### src/rtl/chop_pkg.sv
package chop_pkg;

    localparam int SAMPLE_W = 14;

    typedef logic signed [SAMPLE_W-1:0] sample_t;

    typedef struct packed {
        sample_t dut;
        sample_t stim;
    } chan_pair_t;

    // Crossover: select 0 sends converter A to the device stream.
    function automatic chan_pair_t route_pair(input logic sel,
                                              input sample_t a,
                                              input sample_t b);
        chan_pair_t p;
        p.dut  = sel ? b : a;
        p.stim = sel ? a : b;
        return p;
    endfunction

endpackage

### src/rtl/chop_phase_gen.sv
module chop_phase_gen #(
    parameter int CNT_W = 20
) (
    input  logic             clk,
    input  logic             rst,
    input  logic [CNT_W-1:0] half_period,
    output logic             phase_o
);
    logic [CNT_W-1:0] cnt;
    logic [CNT_W-1:0] limit;

    assign limit = (half_period == '0) ? '0 : half_period - 1'b1;

    always_ff @(posedge clk) begin
        if (rst) begin
            cnt     <= '0;
            phase_o <= 1'b0;
        end else if (cnt >= limit) begin
            cnt     <= '0;
            phase_o <= ~phase_o;
        end else begin
            cnt     <= cnt + 1'b1;
        end
    end

    // the phase only moves on the cycle the count restarts
    a_r2_toggle_on_wrap: assert property (@(posedge clk) disable iff (rst)
        (phase_o != $past(phase_o)) |-> (cnt == '0));

endmodule

### src/rtl/chop_sel_delay.sv
module chop_sel_delay #(
    parameter int LAT_MAX = 15,
    localparam int LAT_W  = $clog2(LAT_MAX + 1)
) (
    input  logic             clk,
    input  logic             rst,
    input  logic             phase_i,
    input  logic [LAT_W-1:0] latency,
    output logic             sel_o
);
    logic [LAT_MAX:0] taps;

    assign taps[0] = phase_i;

    for (genvar i = 1; i <= LAT_MAX; i++) begin : g_tap
        always_ff @(posedge clk) begin
            if (rst) taps[i] <= 1'b0;
            else     taps[i] <= taps[i-1];
        end
    end

    assign sel_o = (int'(latency) > LAT_MAX) ? taps[LAT_MAX] : taps[latency];

    // a one-cycle setting tracks the phase seen one edge earlier
    a_r4_one_tap: assert property (@(posedge clk) disable iff (rst)
        ($stable(latency) && latency == LAT_W'(1)) |-> (sel_o == $past(phase_i)));

endmodule

### src/rtl/chop_router.sv
module chop_router
    import chop_pkg::*;
#(
    parameter int BLK_W = 4
) (
    input  logic             clk,
    input  logic             rst,
    input  logic             sel_i,
    input  logic             strobe,
    input  sample_t          adc_a,
    input  sample_t          adc_b,
    input  logic [BLK_W-1:0] blank_len,
    output chan_pair_t       pair_o,
    output logic             valid_o
);
    logic             sel_prev;
    logic [BLK_W-1:0] rem;
    logic [BLK_W-1:0] rem_eff;
    logic             sel_edge;

    assign sel_edge = (sel_i != sel_prev);
    assign rem_eff  = sel_edge ? blank_len : rem;

    always_ff @(posedge clk) begin
        if (rst) begin
            sel_prev <= 1'b0;
            rem      <= '0;
            valid_o  <= 1'b0;
            pair_o   <= '0;
        end else begin
            sel_prev <= sel_i;
            if (strobe) begin
                if (rem_eff != '0) begin
                    valid_o <= 1'b0;
                    rem     <= rem_eff - 1'b1;
                end else begin
                    valid_o <= 1'b1;
                    pair_o  <= route_pair(sel_i, adc_a, adc_b);
                    rem     <= '0;
                end
            end else begin
                valid_o <= 1'b0;
                rem     <= rem_eff;
            end
        end
    end

    // select 0 puts converter A on the device stream
    a_r3_route_low: assert property (@(posedge clk) disable iff (rst)
        (valid_o && !$past(sel_i)) |-> (pair_o.dut == $past(adc_a)));
    // select 1 puts converter A on the stimulus stream
    a_r3_route_high: assert property (@(posedge clk) disable iff (rst)
        (valid_o && $past(sel_i)) |-> (pair_o.stim == $past(adc_a)));
    // a strobed sample at a routing change is blanked when blanking is on
    a_r5_blank_edge: assert property (@(posedge clk) disable iff (rst)
        (strobe && sel_edge && blank_len != '0) |=> !valid_o);
    // invalid cycles keep the previous words
    a_r6_hold: assert property (@(posedge clk) disable iff (rst)
        !valid_o |-> $stable(pair_o));
    // no strobe, no valid
    a_r7_no_strobe: assert property (@(posedge clk) disable iff (rst)
        !strobe |=> !valid_o);

endmodule

### src/rtl/chop_recon.sv
module chop_recon
    import chop_pkg::*;
#(
    parameter int CNT_W   = 20,
    parameter int LAT_MAX = 15,
    parameter int BLK_W   = 4,
    localparam int LAT_W  = $clog2(LAT_MAX + 1)
) (
    input  logic                clk,
    input  logic                rst,
    input  logic [CNT_W-1:0]    half_period,
    input  logic [LAT_W-1:0]    latency,
    input  logic [BLK_W-1:0]    blank_len,
    input  logic                adc_strobe,
    input  logic [SAMPLE_W-1:0] adc_a_data,
    input  logic [SAMPLE_W-1:0] adc_b_data,
    output logic                sw_phase,
    output logic [SAMPLE_W-1:0] dut_data,
    output logic [SAMPLE_W-1:0] stim_data,
    output logic                out_valid
);
    logic       route_sel;
    chan_pair_t pair;

    chop_phase_gen #(.CNT_W(CNT_W)) u_phase (
        .clk         (clk),
        .rst         (rst),
        .half_period (half_period),
        .phase_o     (sw_phase)
    );

    chop_sel_delay #(.LAT_MAX(LAT_MAX)) u_delay (
        .clk     (clk),
        .rst     (rst),
        .phase_i (sw_phase),
        .latency (latency),
        .sel_o   (route_sel)
    );

    chop_router #(.BLK_W(BLK_W)) u_router (
        .clk       (clk),
        .rst       (rst),
        .sel_i     (route_sel),
        .strobe    (adc_strobe),
        .adc_a     (sample_t'(adc_a_data)),
        .adc_b     (sample_t'(adc_b_data)),
        .blank_len (blank_len),
        .pair_o    (pair),
        .valid_o   (out_valid)
    );

    assign dut_data  = pair.dut;
    assign stim_data = pair.stim;

    // the cycle after a reset edge shows the cleared state
    a_r1_reset_clear: assert property (@(posedge clk)
        $past(rst) |-> (!sw_phase && !out_valid && dut_data == '0 && stim_data == '0));

endmodule

### config.mk
export PLATFORM = sky130hd
export DESIGN_NAME = chop_recon
export DESIGN_NICKNAME = d
export VERILOG_FILES = /design/src/rtl/chop_pkg.sv /design/src/rtl/chop_phase_gen.sv /design/src/rtl/chop_sel_delay.sv /design/src/rtl/chop_router.sv /design/src/rtl/chop_recon.sv
export SDC_FILE = /design/constraint.sdc
export NUM_CORES = 1
export LEC_CHECK = 0
export BUFFER_PORTS_ARGS = -buffer_cell sky130_fd_sc_hd__buf_2
export CORE_MARGIN = 3
export CORE_UTILIZATION = 55
export DETAILED_ROUTE_END_ITERATION = 12
export GPL_ROUTABILITY_DRIVEN = 0
export PLACE_DENSITY = 0.81
export SYNTH_ARGS = -nofsm -noshare
export SYNTH_HDL_FRONTEND = slang
export SYNTH_SLANG_ARGS = --single-unit
### constraint.sdc
create_clock -name clk -period 11.8 [get_ports clk]
set_input_delay 1.77 -clock clk [delete_from_list [all_inputs] [get_ports clk]]
set_output_delay 1.77 -clock clk [all_outputs]
set_load 0.02 [all_outputs]
Word-level counts from Yosys, hierarchy flattened
Cells that the tools add are included.
- word-level logic and storage cells: 45
- register bits: 70
- output and inout port bits: 30
- bits of input ports: 59
- bitwise logic cells: 3
- add/subtract/negate cells: 3
- muxes and demuxes: 9
- eq/ne operators: 1
- magnitude comparators: 2
- reduce and logical (&&, ||, !) cells: 5
- operators by type and width (kind ; number):
    two-way mux 14 bit ; 2
    adder 20 x 1 -> 20 bit, second input constant ; 1
    >= comparator 20 bit ; 1
    zero test 20 bit ; 1
    two-way mux 20 bit ; 1
    subtractor 20 x 1 -> 20 bit, second input constant ; 1
    two-way mux 4 bit ; 3
    less-than comparator 4 x 5 -> 1 bit, second input constant ; 1
    binary-select mux 1 bit (select 4 bit) ; 1
    nonzero test 4 bit ; 1
    OR reduction 2 bit ; 2
    subtractor 4 x 1 -> 4 bit, second input constant ; 1
    NOT 1 bit ; 3
    two-way mux 1 bit ; 2
    AND reduction 2 bit ; 1
    != test 1 bit ; 1

Longest topological paths before layout
Gate-level depths: netlist (run 1).
- depth after elaboration: 7
- gate-level depth with buffers: 17
- depth with buffers taken out: 14

By module
A second synthesis (run 1) with hierarchy kept.
- cell total of the unflattened synthesis: 457
- area, all modules: 4219.0 um^2
- modules (own cells, without submodules) (module ; cells an instance ; area each (um^2) ; seq. area each (um^2) ; instances):
    chop_router ; 194 ; 1890.6 ; 680.7 ; 1
    chop_phase_gen ; 225 ; 1795.5 ; 420.4 ; 1
    chop_sel_delay ; 38 ; 533.0 ; 300.3 ; 1

Worst setup path before layout (run 1)
OpenSTA, ideal clock, no wires.
- kind: input port to flip-flop
- start: in half_period[9]
- end: reg u_phase.cnt[10]
- path buffers: 2
- arrival: 4922 ps
- data required time: 11735 ps
- stages: 14
- setup time: 65 ps
- slack: 6813 ps
- cell sequence: or4_1 or4_1 clkbuf_1 nor3_1 nand2_1 mux2_2 ha_1 a21o_1 a211oi_1 nand4_1 a221oi_1 o31ai_1 clkbuf_1 nor2_1
- cells in the longest elaborated chain, start to end: 4
- elaborated cells on any way between the ends: 5
- those cells by class: add/sub: 1; order compare: 1; mux: 1; reduce/logical: 2
- ends and longest elaborated chain (what ; RTL line ; source):
    start: declaration ; chop_recon.sv:11 ; input logic [CNT_W-1:0] half_period,
    subtractor 20 x 1 -> 20 bit or zero test 20 bit (tied branches) ; chop_phase_gen.sv:12 ; assign limit = (half_period == '0) ? '0 : half_period - 1'b1;
    two-way mux 20 bit (*) ; chop_phase_gen.sv:12 ;
    >= comparator 20 bit (*) ; chop_phase_gen.sv:18 ; end else if (cnt >= limit) begin
    OR reduction 2 bit (no line) (*) ; n/a ;
    end signal: assignment ; chop_phase_gen.sv:22 ; cnt <= cnt + 1'b1;
    end: declaration ; chop_phase_gen.sv:9 ; logic [CNT_W-1:0] cnt;
Mark *: on every way between the ends. The rest lies on a longest branch, timed or not.
A chain may end at the register's enable or synchronous reset.

Worst setup path in the final report (run 1)
- start: in half_period[9]
- end: reg u_phase.cnt[16]
Same word-level chain as after synthesis.

==> impl_results.md, run 1 <==
* Diode count at 0
* Initial antenna violation count at 0
* Area Growth Syn to Fin at 19.5%
* Share of power burned in registers at 45.0%
* Slowest stage cell, crit path: or4_1
* Worst-Margin Slew at 0.935 ns
* WL/cell at 13.5 um
* Ys flop type: dfxtp_1
* CP cell instances: buf_2 > or4_1 > or4_1 > nor2_1 > nand2_1 > nand2_1 > ha_1 > and3_1 > a221oi_1 > nand4_1 > a221oi_1 > o31ai_2 > buf_4 > nor2_1
* Worst Skew at 0.0101 ns
* Sequential share of the synthesized area at 35.9%
* Syn Area/Cell at 9.37 um2
* Placed inst area at 4430 um2
* HPWL reported at the end of detailed placement at 6.16 mm
* Number of CTS-inserted buffers at 9
* Internal power at 0.415 mW
* VDD IR max at 0.128 mV
* Cell variety after synth at 39
* R2R setup slack at 8.35 ns
* CTS clk-pin slew, worst paths at 0.07 ns
* Clock latency on the worst-skew pair at 0.35 ns
* Reg area at 1400 um2
* P_leak at 2.01 nW
* Fmax at 197 MHz
* R2R cell count at 7
* Status: completed
* Post-cts sizing count at 0
* Number of synthesized flops with an enable pin at 0
* Yosys warnings at 0
* Worst Hold Endpoint: u_delay.taps[2]
* Htree depth at 3
* Clock Power Share at 41.9%
* First-pass GRT wire length at 14.1 mm
* Slew HR at 37.7%
* Yosys reg bits at 70
* Port Buffers at 88
* # setup viols final at 0
* Final #Nets at 582
* Vias in the first global route at 3,183
* Initial Util at 57.2%
* Async SR Flop Fraction at 0%
* # IOs at 89
* Critical Path RT at 12.08 ns
* Initial DRT Pass Iterations at 4
* Layout cell share with drive strength beyond 1 at 28.5%
* CP max stage delay at 0.60 ns
* Post-route design area at 4670 um2
* Cell accounting for the most synthesized area: dfxtp_1
* Total wire length at 8.14 mm
* Max clock buf depth at 2
* Net switching power at 0.137 mW
* Setup crit end kind: flop
* Largest net degree at the start of global routing at 58
* Pwr dens at 118 nW/um2
* Tcrit/Tclk final at 42.9%
* Hold wc startpoint: u_delay.taps[1]
* Synth area leaders: dfxtp_1 (36%), a211oi_2 (9.0%), mux2i_1 (7.4%)
* Yosys top cell area share at 35.9%
* Worst Path Arrival at 5.35 ns
* Tot GR Track Use at 20.7%
* RSZ-0062 raised after global routing: false
* Multi-input logic area at 2420 um2
* Core ar. at 6830 um2
* TNS Setup at 0 ns
* Routed Antenna Nets at 0
* Family with the most delay on the worst path: simple AND/OR/NAND/NOR gates
* MaxCap Viol Count at 0
* WHS at 0.467 ns
* Die area at 8150 um2
* Die extent in y at 90.3 um
* Cell Rows at 30
* Via Count at 3,248
* Most frequent cells after synthesis: dfxtp_1 (70), nor2_1 (63), nand2_1 (32)
* RR Startpoint: u_phase.phase_o
* Syn Nets at 498
* Overflow after GRT at 0
* Switching Fraction at 24.9%
* Critical path class: in -> reg
* Worst Setup SP: half_period[9]
* Worst reg2reg endpoint: u_router.pair_o[26]
* Critical path startpoint category: input pin
* Post-CTS Setup Bufs at 0
* CTS tree: yes
* # fillers at 581
* Syn Inst Count at 417
* DRC violations left at 0
* Avg Vias per Cell at 5.40
* Drt first-iter violations at 95
* CP Max Fanout at 20
* Number of buffers and inverters on the critical path at 2
* Hold Vio Cnt, Final at 0
* Final Max Tran Viols at 0
* Min Tclk post-route at 5.07 ns
* Die width at 90.3 um
* Hold Buf Count CTS at 0
* Comb power frac at 13.1%
* Cell area after synthesis at 3910 um2
* Hold path depth at 1
* Hold WC Path Type: reg -> reg
* Clk sinks at 70
* Clock root cell: clkbuf_8
* Most frequent cell after synthesis: dfxtp_1
==> power by group through the flow <==
stage / sequential [mW] / clock [mW] / combinational, mW
2_1_floorplan: 0.262 / 0 / 0.0355
3_3_place_gp: 0.254 / 0 / 0.0698
3_5_place_dp: 0.254 / 0 / 0.0728
4_1_cts: 0.249 / 0.236 / 0.0731
5_1_grt: 0.249 / 0.245 / 0.0803
6_report: 0.249 / 0.231 / 0.0723
==> registers in the layout (all words and copies together), names as in the netlist <==
signal	flops
u_delay.taps	15
u_phase.cnt	20
u_phase.phase_o	1
u_router.pair_o	28
u_router.rem	4
u_router.sel_prev	1
u_router.valid_o	1
==> per-stage QoR <==
| stage | power [mW] | std cells | util [%] | setup slack (ns) |
|---|---|---|---|---|
| after floorplan | 0.298 | 417 | - | 6.81 |
| after global placement | 0.324 | 586 | 64.8 | 6.52 |
| after detailed placement | 0.327 | 586 | 64.8 | 6.37 |
| after CTS | 0.558 | 602 | 68.3 | 6.72 |
| after global routing | 0.575 | 602 | 68.3 | 6.36 |
| final | 0.552 | 602 | 68.3 | 6.73 |
==> placed cells by master (no fill, tap or decap), types with 7 or more instances in the layout <==
cell      synthesis  routed
nand2_1          32      32
o21ai_0           7       7
nor2b_1          16      16
dfxtp_1          70      70
xor2_1           22      22
nor3_1           14      14
a211oi_2         28      28
nand3_1          11      11
nand2b_1          7       7
buf_2             3      88
clkbuf_8          0       9
nor2_1           63      63
a21oi_1           9       9
mux2i_1          29      28
ha_1             22      22
xnor2_1          11      11
==> cell type report <==
class / count / share of cell area [%]
clock buffers: 11 / 2.82
clock inverters: 5 / 2.31
multi-input cells: 324 / 52.0
flip-flops and latches: 70 / 30.0
well taps: 96 / 2.57
inverters: 5 / 0.402
repair buffers: 91 / 9.92
==> how the worst max path moves through the flow <==
| stage | end | slack, ns | cells past startpoint |
|---|---|---|---|
| 3_5_place_dp | u_phase.cnt[16] | 6.37 | 14 |
| 2_1_floorplan | u_phase.cnt[10] | 6.81 | 14 |
| 3_3_place_gp | u_phase.cnt[17] | 6.52 | 15 |
| 5_1_grt | u_phase.cnt[10] | 6.36 | 15 |
| 4_1_cts | u_phase.cnt[16] | 6.72 | 14 |
| 6_report | u_phase.cnt[16] | 6.73 | 14 |
==> per-layer routing <==
layer / track usage, % / vias to the layer above / part of all wire (%)
met5: 0 / - / 0
met4: 6.38 / 0 / 2.1
met3: 6.00 / 20 / 4.2
met2: 36.5 / 64 / 50
met1: 24.3 / 1512 / 44
li1: - / 1652 / -
==> logic make-up (layout without fill, tap and decap cells) <==
group	Yosys count	in the layout	synth area share [%]
AND/OR/NAND/NOR	171	171	21.1
flip-flops	70	70	35.9
AO/OA/AOI/OAI	61	61	14.4
multiplexers	36	36	10.9
XOR/XNOR	34	34	8.10
buffers and inverters	23	112	2.50
adder cells (fa/ha/maj)	22	22	7.05
Note: power is estimated with default switching activity, not from simulation.
==> inputs of run 2 (changes only) <==
CORE_UTILIZATION = 54   (was 55)
PLACE_DENSITY = 0.8   (was 0.81)
clock period = 5 ns   (was 11.8 ns; I/O delays follow)
==> run 2 against run 1 <==
Effect of this change: via count is 1.4% higher; register-to-register slack worse by 6.6 ns; first-iteration DRC count is 33% higher; sequential power is 140% higher; highest routed layer unchanged.
==> impl_results.md, run 2 (synthesis results as in run 1) <==
* Family with the most delay on the worst path: simple AND/OR/NAND/NOR gates (unchanged)
* Die extent in y at 91.1 um (was 90.3 um)
* Clock latency on the worst-skew pair at 0.33 ns (was 0.35 ns)
* HPWL reported at the end of detailed placement at 6.50 mm (was 6.16 mm)
* WL/cell at 13.9 um (was 13.5 um)
* # IOs at 89 (unchanged)
* Top sig layer: met4 (unchanged)
* Htree depth at 3 (unchanged)
* Routed Antenna Nets at 0 (unchanged)
* Critical path class: in -> reg (unchanged)
* Commonest non-fill, non-tap cell in the layout: buf_2 (unchanged)
* Most flops, register: u_router.pair_o (unchanged)
* WHS at 0.463 ns (was 0.467 ns)
* R2R cell count at 8 (was 7)
* Tcrit/Tclk final at 80.8%
* CTS tree: yes (unchanged)
* P_leak at 2.01 nW (about the same)
* Tot GR Track Use at 20.0% (was 20.7%)
* DRC violations left at 0 (unchanged)
* CTS clk-pin slew, worst paths at 0.07 ns (about the same)
* Critical Path RT at 5.22 ns (was 12.08 ns)
* CP Max Fanout at 5 (was 20)
* VDD IR max at 0.296 mV (was 0.128 mV)
* Hold path depth at 1 (unchanged)
* Non-Filler Instances at 604 (was 602)
* Switching Fraction at 26.1% (was 24.9%)
* Status: completed (unchanged)
* Avg Vias per Cell at 5.45 (was 5.40)
* Share of power burned in registers at 48.1% (was 45.0%)
* Clock root cell: clkbuf_8 (unchanged)
* Vias in the first global route at 3,119 (was 3,183)
* Commonest non-fill, non-tap cells in the layout: buf_2 (88), dfxtp_1 (70), nor2_1 (63) (unchanged)
* Port Buffers at 88 (unchanged)
* Number of buffers and inverters on the critical path at 1 (was 2)
* First-pass GRT wire length at 13.8 mm (was 14.1 mm)
* Fmax at 248 MHz
* Clk sinks at 70 (unchanged)
* Worst-Margin Slew at 0.673 ns (was 0.935 ns)
* Cell Rows at 30 (unchanged)
* Number of CTS-inserted buffers at 9 (unchanged)
* Pwr dens at 263 nW/um2 (was 118 nW/um2)
* Area Growth Syn to Fin at 19.1% (was 19.5%)
* Net switching power at 0.319 mW (was 0.137 mW)
* Diode count at 0 (unchanged)
* Initial antenna violation count at 0 (unchanged)
* Worst Skew at 0.0115 ns (was 0.0101 ns)
* Max clock buf depth at 2 (unchanged)
* Hold Vio Cnt, Final at 0 (unchanged)
* Layout cell share with drive strength beyond 1 at 29.1% (was 28.5%)
* Comb power frac at 14.1% (was 13.1%)
* Initial Util at 56.6% (was 57.2%)
* M1 WL at 3.63 mm (was 3.58 mm)
* MaxCap Viol Count at 0 (unchanged)
* DP Cell Count at 588 (was 586)
* Worst setup margin at 0.962 ns (was 6.73 ns)
* Clock Power Share at 37.8% (was 41.9%)
* RSZ-0062 raised after global routing: false (unchanged)
* Total wire length at 8.38 mm (was 8.14 mm)
* Hold Buf Count CTS at 0 (unchanged)
* # setup viols final at 0 (unchanged)
* Met3 wire length at 457 um (was 344 um)
* Top Registers: u_router.pair_o: 28 flops, u_phase.cnt: 20 flops, u_delay.taps: 15 flops (unchanged)
* Die area at 8290 um2 (was 8150 um2)
* Overflow after GRT at 0 (unchanged)
* Final Max Tran Viols at 0 (unchanged)
* Worst Path Arrival at 4.26 ns (was 5.35 ns)
* Worst reg2reg endpoint: u_router.pair_o[12] (was u_router.pair_o[26])
* Drt first-iter violations at 126 (was 95)
* Slowest stage cell, crit path: or4_1 (unchanged)
* TNS Setup at 0 ns (unchanged)
* Hold WC Path Type: reg -> reg (unchanged)
* Dpl ws at 0.663 ns (was 6.37 ns)
* Slew HR at 55.1% (was 37.7%)
* Via Count at 3,292 (was 3,248)
* Setup crit end kind: flop (unchanged)
* DR WL met2 at 4.15 mm (was 4.05 mm)
* Post-CTS Setup Bufs at 0 (unchanged)
* Critical path startpoint category: input pin (unchanged)
* Core ar. at 6910 um2 (was 6830 um2)
* Internal power at 0.903 mW (was 0.415 mW)
* Worst Hold Endpoint: u_delay.taps[2] (unchanged)
* Die width at 91.1 um (was 90.3 um)
* Min Tclk post-route at 4.04 ns
* CP cell instances: buf_2 > nor4_1 > nand2_1 > or4_1 > nor3_1 > nand2_1 > mux2_2 > ha_1 > a21o_1 > a211oi_1 > nand4_1 > a221oi_1 > nor3_1 > mux2_2 (was buf_2 > or4_1 > or4_1 > nor2_1 > nand2_1 > nand2_1 > ha_1 > and3_1 > a221oi_1 > nand4_1 > a221oi_1 > o31ai_2 > buf_4 > nor2_1)
* RR Startpoint: u_phase.phase_o (unchanged)
* Largest net degree at the start of global routing at 58 (unchanged)
* CP max stage delay at 0.61 ns (was 0.60 ns)
* Final #Nets at 584 (was 582)
* R2R setup slack at 1.77 ns (was 8.35 ns)
* Hold wc startpoint: u_delay.taps[1] (unchanged)
* Post-cts sizing count at 0 (unchanged)
* Final Power at 1.22 mW (was 0.552 mW)
* Initial DRT Pass Iterations at 4 (unchanged)
* Max FFs per register at 28 (unchanged)
-- run 2: cell count changes in the layout (fill, tap and decap cells not counted) --
cell / change
buf_4: +2
bufinv_16: -2
clkbuf_1: -2
clkbuf_8: +2
clkinv_2: +2
clkinv_4: -2
clkinvlp_4: +1
inv_6: +1
-- run 2: worst max path at each step --
stage	from	endpoint	depth (start not counted)
6_report	half_period[5]	u_phase.phase_o	14
5_1_grt	half_period[3]	u_phase.cnt[18]	15
4_1_cts	half_period[5]	u_phase.cnt[19]	15
3_5_place_dp	half_period[5]	u_phase.cnt[19]	15
3_3_place_gp	half_period[9]	u_phase.phase_o	13
2_1_floorplan	half_period[9]	u_phase.cnt[10]	14
-- run 2: power groups by stage --
stage	clock (mW)	combinational [mW]	sequential [mW]
after floorplan	0	0.0838	0.619
after global placement	0	0.166	0.599
after detailed placement	0	0.172	0.600
after CTS	0.475	0.173	0.587
after global routing	0.494	0.190	0.589
final	0.462	0.172	0.587
-- run 2: final cells by class --
type	count	area (um2)
clock buffers	11	151
fillers	586	2260
clock inverters	5	56.3
flip-flops and latches	70	1400
repair buffers	93	478
multi-input cells	324	2420
inverters	5	18.8
well taps	96	120
-- run 2: worst reg2reg max path, stage by stage (launching register included) --
cell and delay, ns:
dfxtp_1 0.34, mux4_2 0.47, mux4_2 0.47, buf_4 0.31, xnor2_4 0.36, mux2i_4 0.27
buf_4 0.56, nor2_1 0.14, a211oi_2 0.23
-- run 2: stage by stage --
stage | instance area [um2] | utilization [%]
final | 4650 | 67.3
after global routing | 4650 | 67.3
after CTS | 4650 | 67.3
after detailed placement | 4440 | 64.3
after global placement | 4440 | 64.3
after floorplan | 3910 | -
-- run 2: routing by layer --
| metal | GRT usage [%] | vias to the layer above |
|---|---|---|
| met5 | 0 | - |
| met4 | 7.79 | 0 |
| met3 | 4.72 | 15 |
| met2 | 34.4 | 93 |
| met1 | 24.2 | 1527 |
| li1 | - | 1657 |
==> inputs of run 3 (changes only) <==
clock period = 4.2 ns   (was 5 ns; I/O delays follow)
==> run 3 against run 2 <==
Effect of this change: sequential cell count stayed put; global-route usage rose by 0.91 points; sequential power up 19%; hold slack better by 0.0068 ns.
==> impl_results.md, run 3 (synthesis results as in run 1) <==
* DRC violations left at 0 (unchanged)
* RSZ-0062 raised after global routing: false (unchanged)
* First-pass GRT wire length at 14.4 mm (was 13.8 mm)
* Worst Path Arrival at 4.07 ns (was 4.26 ns)
* DP Cell Count at 592 (was 588)
* Max clock buf depth at 2 (unchanged)
* Dpl ws at 0.0626 ns (was 0.663 ns)
* Hold Vio Cnt, Final at 0 (unchanged)
* Largest net degree at the start of global routing at 58 (unchanged)
* Slew HR at 56.5% (was 55.1%)
* Final #Nets at 588 (was 584)
* Most flops, register: u_router.pair_o (unchanged)
* CTS tree: yes (unchanged)
* Commonest non-fill, non-tap cell in the layout: buf_2 (unchanged)
* WHS at 0.470 ns (was 0.463 ns)
* Initial DRT Pass Iterations at 5 (was 4)
* Clock root cell: clkbuf_8 (unchanged)
* # IOs at 89 (unchanged)
* Top Registers: u_router.pair_o: 28 flops, u_phase.cnt: 20 flops, u_delay.taps: 15 flops (unchanged)
* Initial antenna violation count at 0 (unchanged)
* Via Count at 3,293 (was 3,292)
* Final Max Tran Viols at 0 (unchanged)
* Drt first-iter violations at 122 (was 126)
* Number of CTS-inserted buffers at 9 (unchanged)
* Placed inst area at 4490 um2 (was 4440 um2)
* Commonest non-fill, non-tap cells in the layout: buf_2 (88), dfxtp_1 (70), nor2_1 (63) (unchanged)
* DR WL met2 at 4.28 mm (was 4.15 mm)
* Cell Rows at 30 (unchanged)
* Worst-Margin Slew at 0.653 ns (was 0.673 ns)
* TNS Setup at 0 ns (unchanged)
* Post-cts sizing count at 0 (unchanged)
* Critical path startpoint category: input pin (unchanged)
* P_leak at 2.05 nW (was 2.01 nW)
* Status: completed (unchanged)
* Layout cell share with drive strength beyond 1 at 29.7% (was 29.1%)
* Total wire length at 8.58 mm (was 8.38 mm)
* Final Power at 1.62 mW (was 1.22 mW)
* Tcrit/Tclk final at 90.2%
* Htree depth at 3 (unchanged)
* Setup crit end kind: flop (unchanged)
* MaxCap Viol Count at 0 (unchanged)
* Die extent in y at 91.1 um (unchanged)
* Avg Vias per Cell at 5.42 (was 5.45)
* Core ar. at 6910 um2 (unchanged)
* Area Growth Syn to Fin at 21.7% (was 19.1%)
* Die width at 91.1 um (unchanged)
* Post-route design area at 4750 um2 (was 4650 um2)
* Overflow after GRT at 0 (unchanged)
* Min Tclk post-route at 3.79 ns
* Max FFs per register at 28 (unchanged)
* Critical Path RT at 4.48 ns (was 5.22 ns)
* Met3 wire length at 414 um (was 457 um)
* Core Util, Final at 68.8% (was 67.3%)
* Hold WC Path Type: reg -> reg (unchanged)
* Fmax at 264 MHz
* Die area at 8290 um2 (unchanged)
* Clk sinks at 70 (unchanged)
* Non-Filler Instances at 608 (was 604)
* Vias in the first global route at 3,183 (was 3,119)
* Tot GR Track Use at 21.0% (was 20.0%)
* Top sig layer: met4 (unchanged)
* Clock latency on the worst-skew pair at 0.34 ns (was 0.33 ns)
* WL/cell at 14.1 um (was 13.9 um)
* Hold Buf Count CTS at 0 (unchanged)
* Worst setup margin at 0.411 ns (was 0.962 ns)
* VDD IR max at 0.269 mV (was 0.296 mV)
* # setup viols final at 0 (unchanged)
* Routed Antenna Nets at 0 (unchanged)
* Port Buffers at 88 (unchanged)
* # fillers at 543 (was 586)
* Initial Util at 56.6% (unchanged)
* CTS clk-pin slew, worst paths at 0.08 ns (was 0.07 ns)
* Pwr dens at 341 nW/um2 (was 263 nW/um2)
* M1 WL at 3.75 mm (was 3.63 mm)
* Post-CTS Setup Bufs at 0 (unchanged)
* Diode count at 0 (unchanged)
* Critical path class: in -> reg (unchanged)
* Worst Skew at 0.00907 ns (was 0.0115 ns)
* HPWL reported at the end of detailed placement at 6.48 mm (was 6.50 mm)
* CP Max Fanout at 12 (was 5)
-- run 3: layer usage --
layer | GRT usage, % | up-vias
met5 | 0 | -
met4 | 6.03 | 0
met3 | 4.97 | 12
met2 | 36.8 | 79
met1 | 25.5 | 1534
li1 | - | 1668
-- run 3: final timing paths --
| check | start | to | slack, ns | depth (start not counted) |
|---|---|---|---|---|
| min | u_delay.taps[10] | u_delay.taps[11] | 0.47 | 1 |
| max reg2reg | u_phase.phase_o | u_router.pair_o[18] | 1.46 | 7 |
| max | half_period[9] | u_phase.cnt[10] | 0.41 | 14 |
| min reg2reg | u_delay.taps[10] | u_delay.taps[11] | 0.47 | 1 |
-- run 3: layout make-up --
class / instances / area [um2] / share of cell area (%)
inverter: 5 / 18.8 / 0.395
timing repair buffer: 97 / 520 / 11.0
clock inverter: 7 / 144 / 3.03
tap: 96 / 120 / 2.53
multi-input combinational: 324 / 2420 / 51.0
sequential: 70 / 1400 / 29.5
clock buffer: 9 / 124 / 2.61
-- run 3: critical path, stage by stage --
cell,delay [ns]
buf_2,0.11
or4_1,0.55
or4_1,0.51
nor3_1,0.24
nand2_1,0.07
mux2_2,0.26
ha_1,0.29
a21o_1,0.18
a211oi_1,0.27
nand4_1,0.14
a221oi_1,0.35
o31ai_2,0.15
buf_4,0.20
nor2_1,0.11
-- run 3: power by group --
part           leakage [nW]  internal (mW)  switching, mW  total (mW)
clock network         0.126          0.456          0.257       0.713
logic                  1.35         0.0844          0.124       0.209
registers             0.572          0.686         0.0127       0.698
total                  2.05           1.23          0.394        1.62
